`config.mk`:
```
export PLATFORM = sky130hd
export DESIGN_NAME = ep0_ctl_reg
export DESIGN_NICKNAME = d
export VERILOG_FILES = /design/src/rtl/ep0_pkg.sv /design/src/rtl/ep0_bank.sv /design/src/rtl/ep0_rx_capture.sv /design/src/rtl/ep0_tx_stream.sv /design/src/rtl/ep0_ctl_reg.sv
export SDC_FILE = /design/constraint.sdc
export NUM_CORES = 1
export LEC_CHECK = 0
export ABC_AREA = 0
export BUFFER_PORTS_ARGS = -buffer_cell sky130_fd_sc_hd__buf_2
export CORE_AREA = 3 3 127 129
export DETAILED_ROUTE_END_ITERATION = 8
export DIE_AREA = 0 0 130 132
export GPL_ROUTABILITY_DRIVEN = 0
export PLACE_DENSITY = 0.6
export SKIP_CTS_REPAIR_TIMING = 1
export SYNTH_ARGS = -nofsm -noshare
export SYNTH_HDL_FRONTEND = slang
export SYNTH_HIERARCHICAL = 1
export SYNTH_SLANG_ARGS = --single-unit
```
`constraint.sdc`:
```
create_clock -name clk -period 3.3 [get_ports clk]
set_input_delay 0.495 -clock clk [delete_from_list [all_inputs] [get_ports clk]]
set_output_delay 0.495 -clock clk [all_outputs]
set_load 0.01 [all_outputs]
```
`src/rtl/ep0_pkg.sv`:
```
package ep0_pkg;
  typedef enum logic [3:0] {
    XT_EMPTY = 4'h0,
    XT_RSVD  = 4'h1,
    XT_SETUP = 4'h2,
    XT_OUT   = 4'h3,
    XT_STALL = 4'h4,
    XT_IN    = 4'h5
  } xfer_t;

  localparam int TYPE_W = 4;
endpackage

```
`src/rtl/ep0_bank.sv`:
```
module ep0_bank #(
  parameter int DW    = 8,
  parameter int DEPTH = 8,
  localparam int AW   = $clog2(DEPTH)
) (
  input  logic          clk,
  input  logic          rst_n,
  input  logic          eng_we,
  input  logic [AW-1:0] eng_addr,
  input  logic [DW-1:0] eng_wdata,
  input  logic          cpu_we,
  input  logic [AW-1:0] cpu_addr,
  input  logic [DW-1:0] cpu_wdata,
  input  logic [AW-1:0] rd_a_addr,
  output logic [DW-1:0] rd_a_data,
  input  logic [AW-1:0] rd_b_addr,
  output logic [DW-1:0] rd_b_data
);
  logic [DW-1:0] mem [DEPTH];

  // one register per entry; engine writes win over CPU writes
  for (genvar i = 0; i < DEPTH; i++) begin : g_ent
    always_ff @(posedge clk) begin
      if (!rst_n)
        mem[i] <= '0;
      else if (eng_we && eng_addr == AW'(i))
        mem[i] <= eng_wdata;
      else if (cpu_we && cpu_addr == AW'(i))
        mem[i] <= cpu_wdata;
    end
  end

  assign rd_a_data = mem[rd_a_addr];
  assign rd_b_data = mem[rd_b_addr];
endmodule

```
`src/rtl/ep0_rx_capture.sv`:
```
module ep0_rx_capture #(
  parameter int DEPTH = 8,
  parameter int LW    = 4,
  localparam int AW   = $clog2(DEPTH),
  localparam int CW   = $clog2(DEPTH + 1)
) (
  input  logic          clk,
  input  logic          rst_n,
  input  logic          enable,
  input  logic          rx_valid,
  input  logic          rx_last,
  output logic          rx_ready,
  output logic          wr_en,
  output logic [AW-1:0] wr_addr,
  output logic          done,
  output logic [LW-1:0] done_len
);
  logic [CW-1:0] cnt;
  logic          full;
  logic          fire;
  logic [CW-1:0] cnt_nxt;

  assign rx_ready = enable;
  assign fire     = rx_valid && rx_ready;
  assign full     = cnt >= CW'(DEPTH);
  assign cnt_nxt  = full ? cnt : cnt + CW'(1);
  assign wr_en    = fire && !full;
  assign wr_addr  = cnt[AW-1:0];
  assign done     = fire && rx_last;
  assign done_len = LW'(cnt_nxt);

  always_ff @(posedge clk) begin
    if (!rst_n || !enable)
      cnt <= '0;
    else if (done)
      cnt <= '0;
    else if (fire)
      cnt <= cnt_nxt;
  end

  AST_RX_CNT_RANGE: assert property (@(posedge clk) disable iff (!rst_n)
    cnt <= CW'(DEPTH));
endmodule

```
`src/rtl/ep0_tx_stream.sv`:
```
module ep0_tx_stream #(
  parameter int DEPTH = 8,
  parameter int LW    = 4,
  localparam int AW   = $clog2(DEPTH)
) (
  input  logic          clk,
  input  logic          rst_n,
  input  logic          armed,
  input  logic [LW-1:0] len,
  input  logic          tx_ready,
  output logic          tx_valid,
  output logic          tx_last,
  output logic          tx_zlp,
  output logic [AW-1:0] rd_addr,
  output logic          done
);
  logic [AW-1:0] idx;

  assign tx_valid = armed;
  assign tx_zlp   = armed && (len == '0);
  assign tx_last  = armed && ((len == '0) || (LW'(idx) + LW'(1) == len));
  assign rd_addr  = idx;
  assign done     = tx_valid && tx_ready && tx_last;

  always_ff @(posedge clk) begin
    if (!rst_n || !armed)
      idx <= '0;
    else if (tx_valid && tx_ready && !tx_last)
      idx <= idx + AW'(1);
  end
endmodule

```
`src/rtl/ep0_ctl_reg.sv`:
```
module ep0_ctl_reg
  import ep0_pkg::*;
#(
  parameter int          DW        = 8,
  parameter int          DEPTH     = 8,
  parameter int          LW        = 4,
  parameter int          CAW       = 4,
  parameter logic [3:0]  CTRL_ADDR = 4'h8
) (
  input  logic           clk,
  input  logic           rst_n,
  input  logic [CAW-1:0] cpu_addr,
  input  logic           cpu_wr,
  input  logic           cpu_rd,
  input  logic [DW-1:0]  cpu_wdata,
  output logic [DW-1:0]  cpu_rdata,
  output logic           irq_setup,
  output logic           irq_out,
  input  logic           rx_valid,
  output logic           rx_ready,
  input  logic [DW-1:0]  rx_data,
  input  logic           rx_last,
  input  logic           rx_is_setup,
  output logic           tx_valid,
  input  logic           tx_ready,
  output logic [DW-1:0]  tx_data,
  output logic           tx_last,
  output logic           tx_zlp,
  output logic           tx_done,
  output logic           ep_stall,
  output logic           ep_busy
);
  localparam int BAW = $clog2(DEPTH);

  xfer_t           xtype;
  logic [LW-1:0]   xlen;

  logic            ctrl_sel, bank_sel;
  logic [TYPE_W-1:0] wcode;
  logic [LW-1:0]   wlen_raw, wlen;
  logic            code_ok, ctrl_wr, bank_wr;

  logic            rx_we, rx_done;
  logic [BAW-1:0]  rx_addr;
  logic [LW-1:0]   rx_len;
  logic [BAW-1:0]  tx_addr;
  logic            tx_fin;
  logic [DW-1:0]   cpu_bank_q;

  // ---------------- CPU decode ----------------
  assign ctrl_sel = cpu_addr == CAW'(CTRL_ADDR);
  assign bank_sel = cpu_addr < CAW'(DEPTH);
  assign wcode    = cpu_wdata[TYPE_W-1:0];
  assign wlen_raw = cpu_wdata[DW-1 -: LW];
  assign wlen     = (wlen_raw > LW'(DEPTH)) ? LW'(DEPTH) : wlen_raw;
  assign code_ok  = (wcode == XT_EMPTY) || (wcode == XT_STALL) || (wcode == XT_IN);
  assign ctrl_wr  = cpu_wr && ctrl_sel && code_ok;
  assign bank_wr  = cpu_wr && bank_sel;

  always_comb begin
    if (ctrl_sel)
      cpu_rdata = {xlen, xtype};
    else if (bank_sel)
      cpu_rdata = cpu_bank_q;
    else
      cpu_rdata = '0;
  end

  // ---------------- sub-blocks ----------------
  ep0_bank #(.DW(DW), .DEPTH(DEPTH)) u_bank (
    .clk       (clk),
    .rst_n     (rst_n),
    .eng_we    (rx_we),
    .eng_addr  (rx_addr),
    .eng_wdata (rx_data),
    .cpu_we    (bank_wr),
    .cpu_addr  (cpu_addr[BAW-1:0]),
    .cpu_wdata (cpu_wdata),
    .rd_a_addr (cpu_addr[BAW-1:0]),
    .rd_a_data (cpu_bank_q),
    .rd_b_addr (tx_addr),
    .rd_b_data (tx_data)
  );

  ep0_rx_capture #(.DEPTH(DEPTH), .LW(LW)) u_rx (
    .clk      (clk),
    .rst_n    (rst_n),
    .enable   (xtype == XT_EMPTY),
    .rx_valid (rx_valid),
    .rx_last  (rx_last),
    .rx_ready (rx_ready),
    .wr_en    (rx_we),
    .wr_addr  (rx_addr),
    .done     (rx_done),
    .done_len (rx_len)
  );

  ep0_tx_stream #(.DEPTH(DEPTH), .LW(LW)) u_tx (
    .clk      (clk),
    .rst_n    (rst_n),
    .armed    (xtype == XT_IN),
    .len      (xlen),
    .tx_ready (tx_ready),
    .tx_valid (tx_valid),
    .tx_last  (tx_last),
    .tx_zlp   (tx_zlp),
    .rd_addr  (tx_addr),
    .done     (tx_fin)
  );

  // ---------------- mailbox state ----------------
  // software commands take precedence over engine events
  always_ff @(posedge clk) begin
    if (!rst_n) begin
      xtype <= XT_EMPTY;
      xlen  <= '0;
    end else if (ctrl_wr) begin
      xtype <= xfer_t'(wcode);
      xlen  <= wlen;
    end else if (rx_done) begin
      xtype <= rx_is_setup ? XT_SETUP : XT_OUT;
      xlen  <= rx_len;
    end else if (tx_fin) begin
      xtype <= XT_EMPTY;
    end
  end

  always_ff @(posedge clk) begin
    if (!rst_n) begin
      irq_setup <= 1'b0;
      irq_out   <= 1'b0;
    end else if (rx_done) begin
      if (rx_is_setup) irq_setup <= 1'b1;
      else             irq_out   <= 1'b1;
    end else if (cpu_rd && ctrl_sel) begin
      irq_setup <= 1'b0;
      irq_out   <= 1'b0;
    end
  end

  always_ff @(posedge clk) begin
    if (!rst_n) tx_done <= 1'b0;
    else        tx_done <= tx_fin;
  end

  assign ep_stall = xtype == XT_STALL;
  assign ep_busy  = xtype != XT_EMPTY;

  // ---------------- assertions ----------------
  AST_READ_CLEARS_IRQ: assert property (@(posedge clk) disable iff (!rst_n)
    (cpu_rd && ctrl_sel && !rx_done) |=> (!irq_setup && !irq_out));

  AST_READ_KEEPS_TYPE: assert property (@(posedge clk) disable iff (!rst_n)
    (cpu_rd && ctrl_sel && !cpu_wr && !rx_done && !tx_fin) |=> (xtype == $past(xtype)));

  AST_RSVD_IGNORED: assert property (@(posedge clk) disable iff (!rst_n)
    (cpu_wr && ctrl_sel && !code_ok && !rx_done && !tx_fin)
      |=> (xtype == $past(xtype) && xlen == $past(xlen)));

  AST_TX_HOLD: assert property (@(posedge clk) disable iff (!rst_n)
    (tx_valid && !tx_ready && !cpu_wr)
      |=> (tx_valid && $stable(tx_data) && $stable(tx_last) && $stable(tx_zlp)));

  AST_DONE_SINGLE: assert property (@(posedge clk) disable iff (!rst_n)
    tx_done |=> !tx_done);

  AST_DONE_EMPTIES: assert property (@(posedge clk) disable iff (!rst_n)
    (tx_done && !$past(ctrl_wr)) |-> (xtype == XT_EMPTY && !tx_valid));

  AST_BUSY_BLOCKS_RX: assert property (@(posedge clk) disable iff (!rst_n)
    ep_busy |-> !rx_we);

  AST_LEN_RANGE: assert property (@(posedge clk) disable iff (!rst_n)
    xlen <= LW'(DEPTH));
endmodule

```
==> run summary, run 1 <==
GRT Util Overall: 0.168
slowest cell on the critical path: mux4_2
power density over cell area: 415 mW/mm2
non-filler cells, final: 662
WP data required: 2.80 ns
Setup Skew: 0.00524 ns
final period utilization: 0.835
Mean Syn Cell Area: 12.1 um2
max incr delay on CP: 0.60 ns
top-count cell post-synth: edfxtp_1
Die Ht: 132 um
number of nets in the finished design: 500
Post-synth EDFFs: 64
CTS root buffer: clkbuf_16
RSZ-0062 raised after global routing: false
antenna viol nets, final: 0
post-synthesis adder-cell area fraction: 0.00717
mux share of post-synthesis cell area: 0.202
Syn Nets: 465
I/O Pins: 53
clock-pin slew on the worst setup and hold paths: 0.06 ns
leading area contributor after synthesis: edfxtp_1
DP Area: 0.00561 mm2
main combinational cell family by area after synthesis: multiplexers
routed wire length: 14.1 mm
Period minus WS final: 2.76 ns
Post-DP HPWL: 10.7 mm
Routed WL per cell: 21.3 um
sequential element share of the synthesized area: 0.436
Core Region: 0.0151 mm2
Post-Syn Area: 0.00524 mm2
flops & latches, synth: 82
Post-Synthesis Cells: 434
Die Width: 130 um
crit path launch type: primary input
CTS H-tree lvls: 3
Synth Flop Type: edfxtp_1
clk buf depth: 2
top-area cell type share of the netlist area: 0.367
Synth Area in XOR/XNOR: 0.0117
area fraction in compound gates after synthesis: 0.151
Remaining DRCs: 0
input/output buffers: 52
Starting Density: 0.346
Leakage: 2.14 nW
Yosys cell types: 59
Crit path max-delay family: multiplexers
Layout fillers: 1421
status: finished, final reports clean
top cells by count, synth: edfxtp_1 (64), nand2_1 (50), a22o_1 (48), mux4_2 (32), mux2_2 (21)
Buf+Inv Stages, Crit Path: 3
clk_lat worst skew: 0.35 ns
final setup vio count: 0
Final Slew Violations: 0
First-pass DRT Iterations: 5
global route overflow: 0
routed vias/inst: 5.87
maximum VDD drop: 0.228 mV
Worst Hold Class: in -> reg
Final Power: 2.44 mW
final instance area: 0.00587 mm2
dpl cells: 646
P&R area growth vs syn: 12.0%
top post-synthesis cells by area: edfxtp_1 (37%), mux4_2 (14%), a22o_1 (8.0%)
Slew HR: 0.452
Hold Vio Cnt, Final: 0
CTS tree: built
Site Rows: 45
antenna violations before repair: 0
Setup TNS: 0 ns
CP Class: in -> out
Critical Path AT: 2.26 ns
critical path fanouts, max: 23
Critical Path Sink Type: primary output
max-cap viol count: 0
CTS sink cnt: 82
FFs w/ async S/R, synth: 0
largest net degree at the start of global routing: 39
Synth Warn #: 6
Peak Freq: 363 MHz
TritonCTS buffer count: 9
Most common cell on crit path: buf_2
crit-path cells: buf_2 > mux4_2 > mux2_2 > inv_1 > o21ai_0 > buf_2
simple-gate share of the synthesized area: 0.138
via count: 3885
share of post-route cells with drive strength above 1: 0.300
number of global-route vias before repair: 3869
worst slew pin tran: 0.820 ns
1st-iter DRT viols: 366
n_diodes: 0
Total Die Area: 0.0172 mm2
first-pass GRT wire length: 22.1 mm
flip-flops by register name, summed over array words and instances (netlist names):
register / cells
u_bank/mem: 64
u_rx/cnt: 4
xlen: 4
xtype: 4
u_tx/rd_addr: 3
irq_out: 1
irq_setup: 1
tx_done: 1
metal layers:
| metal | GRT usage | share of wire | vias to the layer above |
|---|---|---|---|
| met1 | 0.219 | 0.41 | 1945 |
| met2 | 0.281 | 0.51 | 148 |
| li1 | - | - | 1772 |
| met4 | 0.0450 | 0.016 | 0 |
| met3 | 0.0393 | 0.061 | 20 |
| met5 | 0 | 0 | - |
cells in the final DEF, fill, tap and decap left out, drive strengths merged, types with 3 or more instances in the layout:
cell type,n
clkinv,6
nand3b,8
nor2,11
nand2b,8
dfxtp,18
a311oi,3
o22ai,16
o221ai,3
and3,5
nand2,50
buf,65
inv,16
clkbuf,10
xnor2,4
xor2,3
mux2,21
nor2b,6
nor4b,3
mux2i,10
edfxtp,64
ha,3
nand3,15
o21ai,11
mux4,32
a22o,48
nor3,3
power breakdown:
group / switching [mW] / total, mW / internal [mW]
registers: 0.0398 / 1.21 / 1.17
logic: 0.198 / 0.348 / 0.150
clock network: 0.383 / 0.878 / 0.495
total: 0.622 / 2.44 / 1.81
per-stage QoR:
step                      hold slack (ns)   util  setup slack, ns
after floorplan                     0.472      -            0.600
after global placement              0.506  0.371            0.519
after detailed placement            0.520  0.371            0.506
after CTS                           0.347  0.387            0.501
after global routing                0.363  0.387            0.409
final                               0.355  0.387            0.544
cell families (layout without fill, tap and decap cells):
logic type | Yosys count | count (layout)
adders and majority gates | 3 | 3
and+or+nand+nor | 127 | 127
muxes | 63 | 63
AOI/OAI and AO/OA | 95 | 95
buffers and inverters | 57 | 97
DFF | 82 | 82
xor gates and xnor gates | 7 | 7
final cells by class:
type / instances / area, um2 / area share
Clock buffer: 10 / 229 / 0.0390
Clock inverter: 6 / 23.8 / 0.00405
Sequential cell: 82 / 2280 / 0.389
Inverter: 16 / 60.1 / 0.0102
Multi-Input combinational cell: 295 / 2680 / 0.457
Tap cell: 188 / 235 / 0.0401
Timing Repair Buffer: 65 / 358 / 0.0610
worst paths after layout:
| check | from | to | slack, ns | cells past startpoint |
|---|---|---|---|---|
| hold reg to reg | xtype[2] | xtype[2] | 0.53 | 2 |
| setup / recovery | cpu_addr[0] | cpu_rdata[4] | 0.54 | 6 |
| setup reg to reg | xtype[3] | u_bank/mem[6][3] | 0.63 | 8 |
| hold / removal | cpu_rd | irq_out | 0.35 | 2 |
Power figures use the tool's default switching activity.
==> run 2, diff against run 1 <==
clock period = 2.6 ns   (was 3.3 ns; I/O delays follow)
==> run 2 against run 1 <==
Final cell count rose by 1.2%. Register-to-register slack got worse by 0.49 ns. Non-clock buffer count rose by 8. Global-route usage barely moved. Clock power rose by 38%. Critical path type is now reg -> reg. Highest routed layer unchanged.
==> run summary, run 2 (synthesis results as in run 1) <==
Crit path max-delay family: simple AND/OR/NAND/NOR gates
CTS tree: built
Final Slew Violations: 0 (unchanged)
Post-DP HPWL: 10.6 mm (-1.0%)
final worst slack: 0.137 ns (-0.407 ns)
Largest Register: u_bank/mem
Starting Density: 0.346 (unchanged)
Worst Hold Class: in -> reg
clk_lat worst skew: 0.33 ns (-0.02 ns)
Leakage: 2.21 nW (+3.2%)
most frequent cells in the layout: edfxtp_1 (64), buf_2 (51), nand2_1 (50)
cells on worst reg2reg path: 8 (unchanged)
grt peak-use layer: met2
final setup vio count: 0 (unchanged)
Remaining DRCs: 0 (unchanged)
routed vias/inst: 5.88 (+0.13%)
number of nets in the finished design: 508 (+1.6%)
Hold Crit Start: cpu_rd
slowest cell on the critical path: or4_1
Hold Path Stages: 2 (unchanged)
number of global-route vias before repair: 3943 (+1.9%)
CP Class: reg -> reg
global route overflow: 0 (unchanged)
Slew HR: 0.466 (+0.0139)
non-filler cells, final: 670 (+1.2%)
status: finished, final reports clean
crit-path cells: or4_1 > inv_1 > nand3b_4 > inv_1 > or4b_1 > buf_4 > nand2_1 > o22ai_1
CTS H-tree lvls: 3 (unchanged)
CTS sink cnt: 82 (unchanged)
1st-iter DRT viols: 322 (-12%)
worst slew pin tran: 0.801 ns (-0.0197 ns)
Buf+Inv Stages, Crit Path: 3 (unchanged)
RSZ-0062 raised after global routing: false
Total Die Area: 0.0172 mm2 (unchanged)
share of post-route cells with drive strength above 1: 0.326 (+0.0261)
P&R area growth vs syn: 14.2%
GRT met3 Usage: 0.0150 (-0.0243)
crit path launch type: flop
TritonCTS buffer count: 9 (unchanged)
Die Width: 130 um (unchanged)
input/output buffers: 52 (unchanged)
Critical Path AT: 2.52 ns (+0.26 ns)
commonest non-fill, non-tap cell in the layout: edfxtp_1
Setup TNS: 0 ns (unchanged)
CTS root buffer: clkbuf_16
final period utilization: 0.947
antenna violations before repair: 0 (unchanged)
n_diodes: 0 (unchanged)
dpl cells: 654 (+1.2%)
Routed WL per cell: 21.3 um (-0.27%)
I/O Pins: 53 (unchanged)
Core Region: 0.0151 mm2 (unchanged)
clk buf depth: 2 (unchanged)
first-pass GRT wire length: 22.5 mm (+2.0%)
R2R setup slack: 0.14 ns (-0.49 ns)
Hold Path End: irq_out
Setup Skew: 0.00803 ns (+0.00278 ns)
max-cap viol count: 0 (unchanged)
met1 Resource Use GR: 0.230 (+0.0115)
met2 Use GR: 0.288 (+0.00716)
Worst Setup SP: xtype[2]
Most common cell on crit path: inv_1
power density over cell area: 534 mW/mm2 (+29%)
clock-pin slew on the worst setup and hold paths: 0.06 ns (about the same)
Peak Freq: 406 MHz
Critical Path Sink Type: flop
antenna viol nets, final: 0 (unchanged)
maximum VDD drop: 0.236 mV (+3.5%)
largest net degree at the start of global routing: 37 (-5.1%)
Hold WS: 0.272 ns (-0.0830 ns)
Hold Vio Cnt, Final: 0 (unchanged)
max reg flops: 64 (unchanged)
WP data required: 2.66 ns (-0.14 ns)
routed wire length: 14.3 mm (+0.93%)
First-pass DRT Iterations: 6 (+1)
via count: 3937 (+1.3%)
Site Rows: 45 (unchanged)
Final Power: 3.19 mW (+31%)
critical path fanouts, max: 16 (-30%)
worst r2r src: xtype[2]
Die Ht: 132 um (unchanged)
reg2reg end: u_bank/mem[0][2]
DP Worst Slack: -0.00269 ns (-0.509 ns)
GRT Util Overall: 0.168 (+0.000281)
max incr delay on CP: 0.58 ns (-0.02 ns)
Period minus WS final: 2.46 ns
==> run 2: changes by cell type in the layout (fill, tap and decap cells not counted) <==
cell       delta
clkbuf_16     +1
buf_12        +1
nand3_2       +2
clkbuf_4      +2
and4_1        -1
nand3_1       -2
clkbuf_1      +1
buf_4         +7
and4_2        +1
clkinv_2      +2
clkinv_1      -5
buf_2         -1
==> run 2: how the worst max path moves through the flow <==
| stage | end | slack, ns | cells past startpoint |
|---|---|---|---|
| floorplan | u_bank/mem[4][0] | 0.02 | 8 |
| global placement | cpu_rdata[7] | 0.03 | 6 |
| detailed placement | cpu_rdata[7] | -0.003 | 6 |
| CTS | cpu_rdata[7] | 0.006 | 6 |
| global route | u_bank/mem[2][7] | 0.02 | 8 |
| finish | u_bank/mem[0][2] | 0.14 | 8 |
==> run 2: cell type report <==
| class | instances | area [um2] |
|---|---|---|
| Clock buffer | 13 | 265 |
| Clock inverter | 3 | 15.0 |
| Fill cell | 1429 | 9170 |
| Inverter | 16 | 60.1 |
| Multi-Input combinational cell | 295 | 2690 |
| Sequential cell | 82 | 2280 |
| Tap cell | 188 | 235 |
| Timing Repair Buffer | 73 | 433 |
==> run 2: per-layer routing <==
layer	up-vias	share of wire
met1	2025	0.44
met5	-	0
li1	1792	-
met2	106	0.51
met3	14	0.036
met4	0	0.012
==> run 2: stage by stage <==
step / util / cell area [um2]
6_report: 0.395 / 5980
2_1_floorplan: - / 5240
3_5_place_dp: 0.376 / 5690
4_1_cts: 0.394 / 5970
5_1_grt: 0.395 / 5980
3_3_place_gp: 0.376 / 5690
==> run 2: report_power, final <==
| part | switching [mW] | total [mW] | internal, mW |
|---|---|---|---|
| clock network | 0.497 | 1.21 | 0.712 |
| registers | 0.0474 | 1.53 | 1.48 |
| logic | 0.256 | 0.451 | 0.195 |
==> run 3, diff against run 2 <==
SETUP_SLACK_MARGIN = 0.4   (was not set)
==> run 3 against run 2 <==
Clock-buffer cell count decreased by 2. Register-to-register slack improved by 0.19 ns. Cell area increased by 8.9%. Maximum frequency increased by 8.3%. Critical path type unchanged. Clock power increased by 20%.
==> run summary, run 3 (synthesis results as in run 1) <==
number of nets in the finished design: 515 (+1.4%)
GRT Util Overall: 0.169 (+0.000351)
1st-iter DRT viols: 370 (+15%)
CTS sink cnt: 82 (unchanged)
global route overflow: 0 (unchanged)
WP data required: 2.66 ns (about the same)
share of post-route cells with drive strength above 1: 0.438 (+0.112)
P&R area growth vs syn: 24.4%
Hold Path Stages: 2 (unchanged)
Final Power: 3.56 mW (+12%)
max-cap viol count: 0 (unchanged)
Hold Vio Cnt, Final: 0 (unchanged)
Remaining DRCs: 0 (unchanged)
Critical Path Sink Type: flop
number of global-route vias before repair: 3933 (-0.25%)
top sig layer: met4
routed vias/inst: 5.86 (-0.23%)
input/output buffers: 52 (unchanged)
Setup Skew: 0.00650 ns (-0.00152 ns)
Final Slew Violations: 0 (unchanged)
Largest Register: u_bank/mem
Routed WL per cell: 22.0 um (+3.2%)
antenna violations before repair: 0 (unchanged)
reg2reg end: u_bank/mem[0][0]
Period minus WS final: 2.27 ns (-0.188 ns)
first-pass GRT wire length: 22.4 mm (-0.52%)
met2 WL post-DR: 7.48 mm (+2.8%)
clk buf depth: 2 (unchanged)
Slew HR: 0.465 (-0.00120)
wire length on met3: 866 um (+69%)
Setup TNS: 0 ns (unchanged)
final period utilization: 0.875 (-0.0724)
Worst Hold Class: in -> reg
via count: 3969 (+0.81%)
Leakage: 2.41 nW (+9.0%)
maximum VDD drop: 0.457 mV (+94%)
Post-DP HPWL: 10.6 mm (+0.42%)
CTS tree: built
CTS H-tree lvls: 3 (unchanged)
max reg flops: 64 (unchanged)
RSZ-0062 raised after global routing: true
cells on worst reg2reg path: 8 (unchanged)
Hold Crit Start: cpu_rd
commonest non-fill, non-tap cell in the layout: edfxtp_1
Hold WS: 0.265 ns (-0.00671 ns)
Hold Path End: irq_out
Total Die Area: 0.0172 mm2 (unchanged)
TritonCTS buffer count: 9 (unchanged)
final core occ: 0.430 (+0.0352)
antenna viol nets, final: 0 (unchanged)
Peak Freq: 440 MHz (+8.3%)
power density over cell area: 547 mW/mm2 (+2.4%)
final setup vio count: 0 (unchanged)
clk_lat worst skew: 0.33 ns (about the same)
CP Class: reg -> reg
Critical Path AT: 2.34 ns (-0.18 ns)
clock-pin slew on the worst setup and hold paths: 0.06 ns (about the same)
Starting Density: 0.346 (unchanged)
n_diodes: 0 (unchanged)
Die Ht: 132 um (unchanged)
Die Width: 130 um (unchanged)
Core Region: 0.0151 mm2 (unchanged)
Site Rows: 45 (unchanged)
status: finished, final reports clean
R2R setup slack: 0.33 ns (+0.19 ns)
crit path launch type: flop
largest net degree at the start of global routing: 31 (-16%)
routed wire length: 14.9 mm (+4.3%)
First-pass DRT Iterations: 5 (-1)
critical path fanouts, max: 8 (-8)
most frequent cells in the layout: edfxtp_1 (64), a22o_1 (48), buf_2 (43)
CTS root buffer: clkbuf_16
worst r2r src: xtype[2]
worst slew pin tran: 0.803 ns (+0.00181 ns)
routed length on met1: 6.25 mm (-0.71%)
I/O Pins: 53 (unchanged)
run 3: layout make-up:
type,instances,area [um2]
clock buffers,11,233
clock inverters,5,103
fillers,1388,8630
inverters,16,70.1
multi-input cells,295,2980
flip-flops and latches,82,2290
well taps,188,235
repair buffers,80,606
run 3: power by group:
| group | internal [mW] | switching, mW |
|---|---|---|
| combinational | 0.275 | 0.306 |
| sequential | 1.48 | 0.0470 |
| clock | 0.937 | 0.513 |
run 3: how the worst max path moves through the flow:
| stage | cells after the start | endpoint | start | slack (ns) |
|---|---|---|---|---|
| final | 8 | u_bank/mem[0][0] | xtype[2] | 0.33 |
| after global routing | 4 | tx_data[5] | u_tx/rd_addr[0] | 0.29 |
| after CTS | 6 | cpu_rdata[7] | cpu_addr[0] | 0.09 |
| after detailed placement | 6 | cpu_rdata[7] | cpu_addr[0] | 0.09 |
| after global placement | 6 | cpu_rdata[7] | cpu_addr[0] | 0.09 |
| after floorplan | 8 | u_bank/mem[0][0] | xtype[0] | 0.28 |
run 3: metrics by stage:
stage | instance area, um2 | setup WS (ns) | cells
after CTS | 6020 | 0.0917 | 666
after global routing | 6510 | 0.288 | 677
after global placement | 5690 | 0.0897 | 650
final | 6510 | 0.325 | 677
after floorplan | 5270 | 0.278 | 434
after detailed placement | 5690 | 0.0940 | 650
run 3: critical path, stage by stage, from the launching register on:
cell,delay (ns)
dfxtp_2,0.33
or4_4,0.57
clkinv_4,0.09
nand3b_4,0.09
clkinv_4,0.06
or4b_4,0.52
buf_12,0.19
nand2_4,0.07
o22ai_2,0.06
run 3: metal layers:
layer  track usage  vias to the layer above
met5             0                        -
met4        0.0491                        0
met3        0.0235                       20
met2         0.276                      145
met1         0.233                     2001
li1              -                     1803
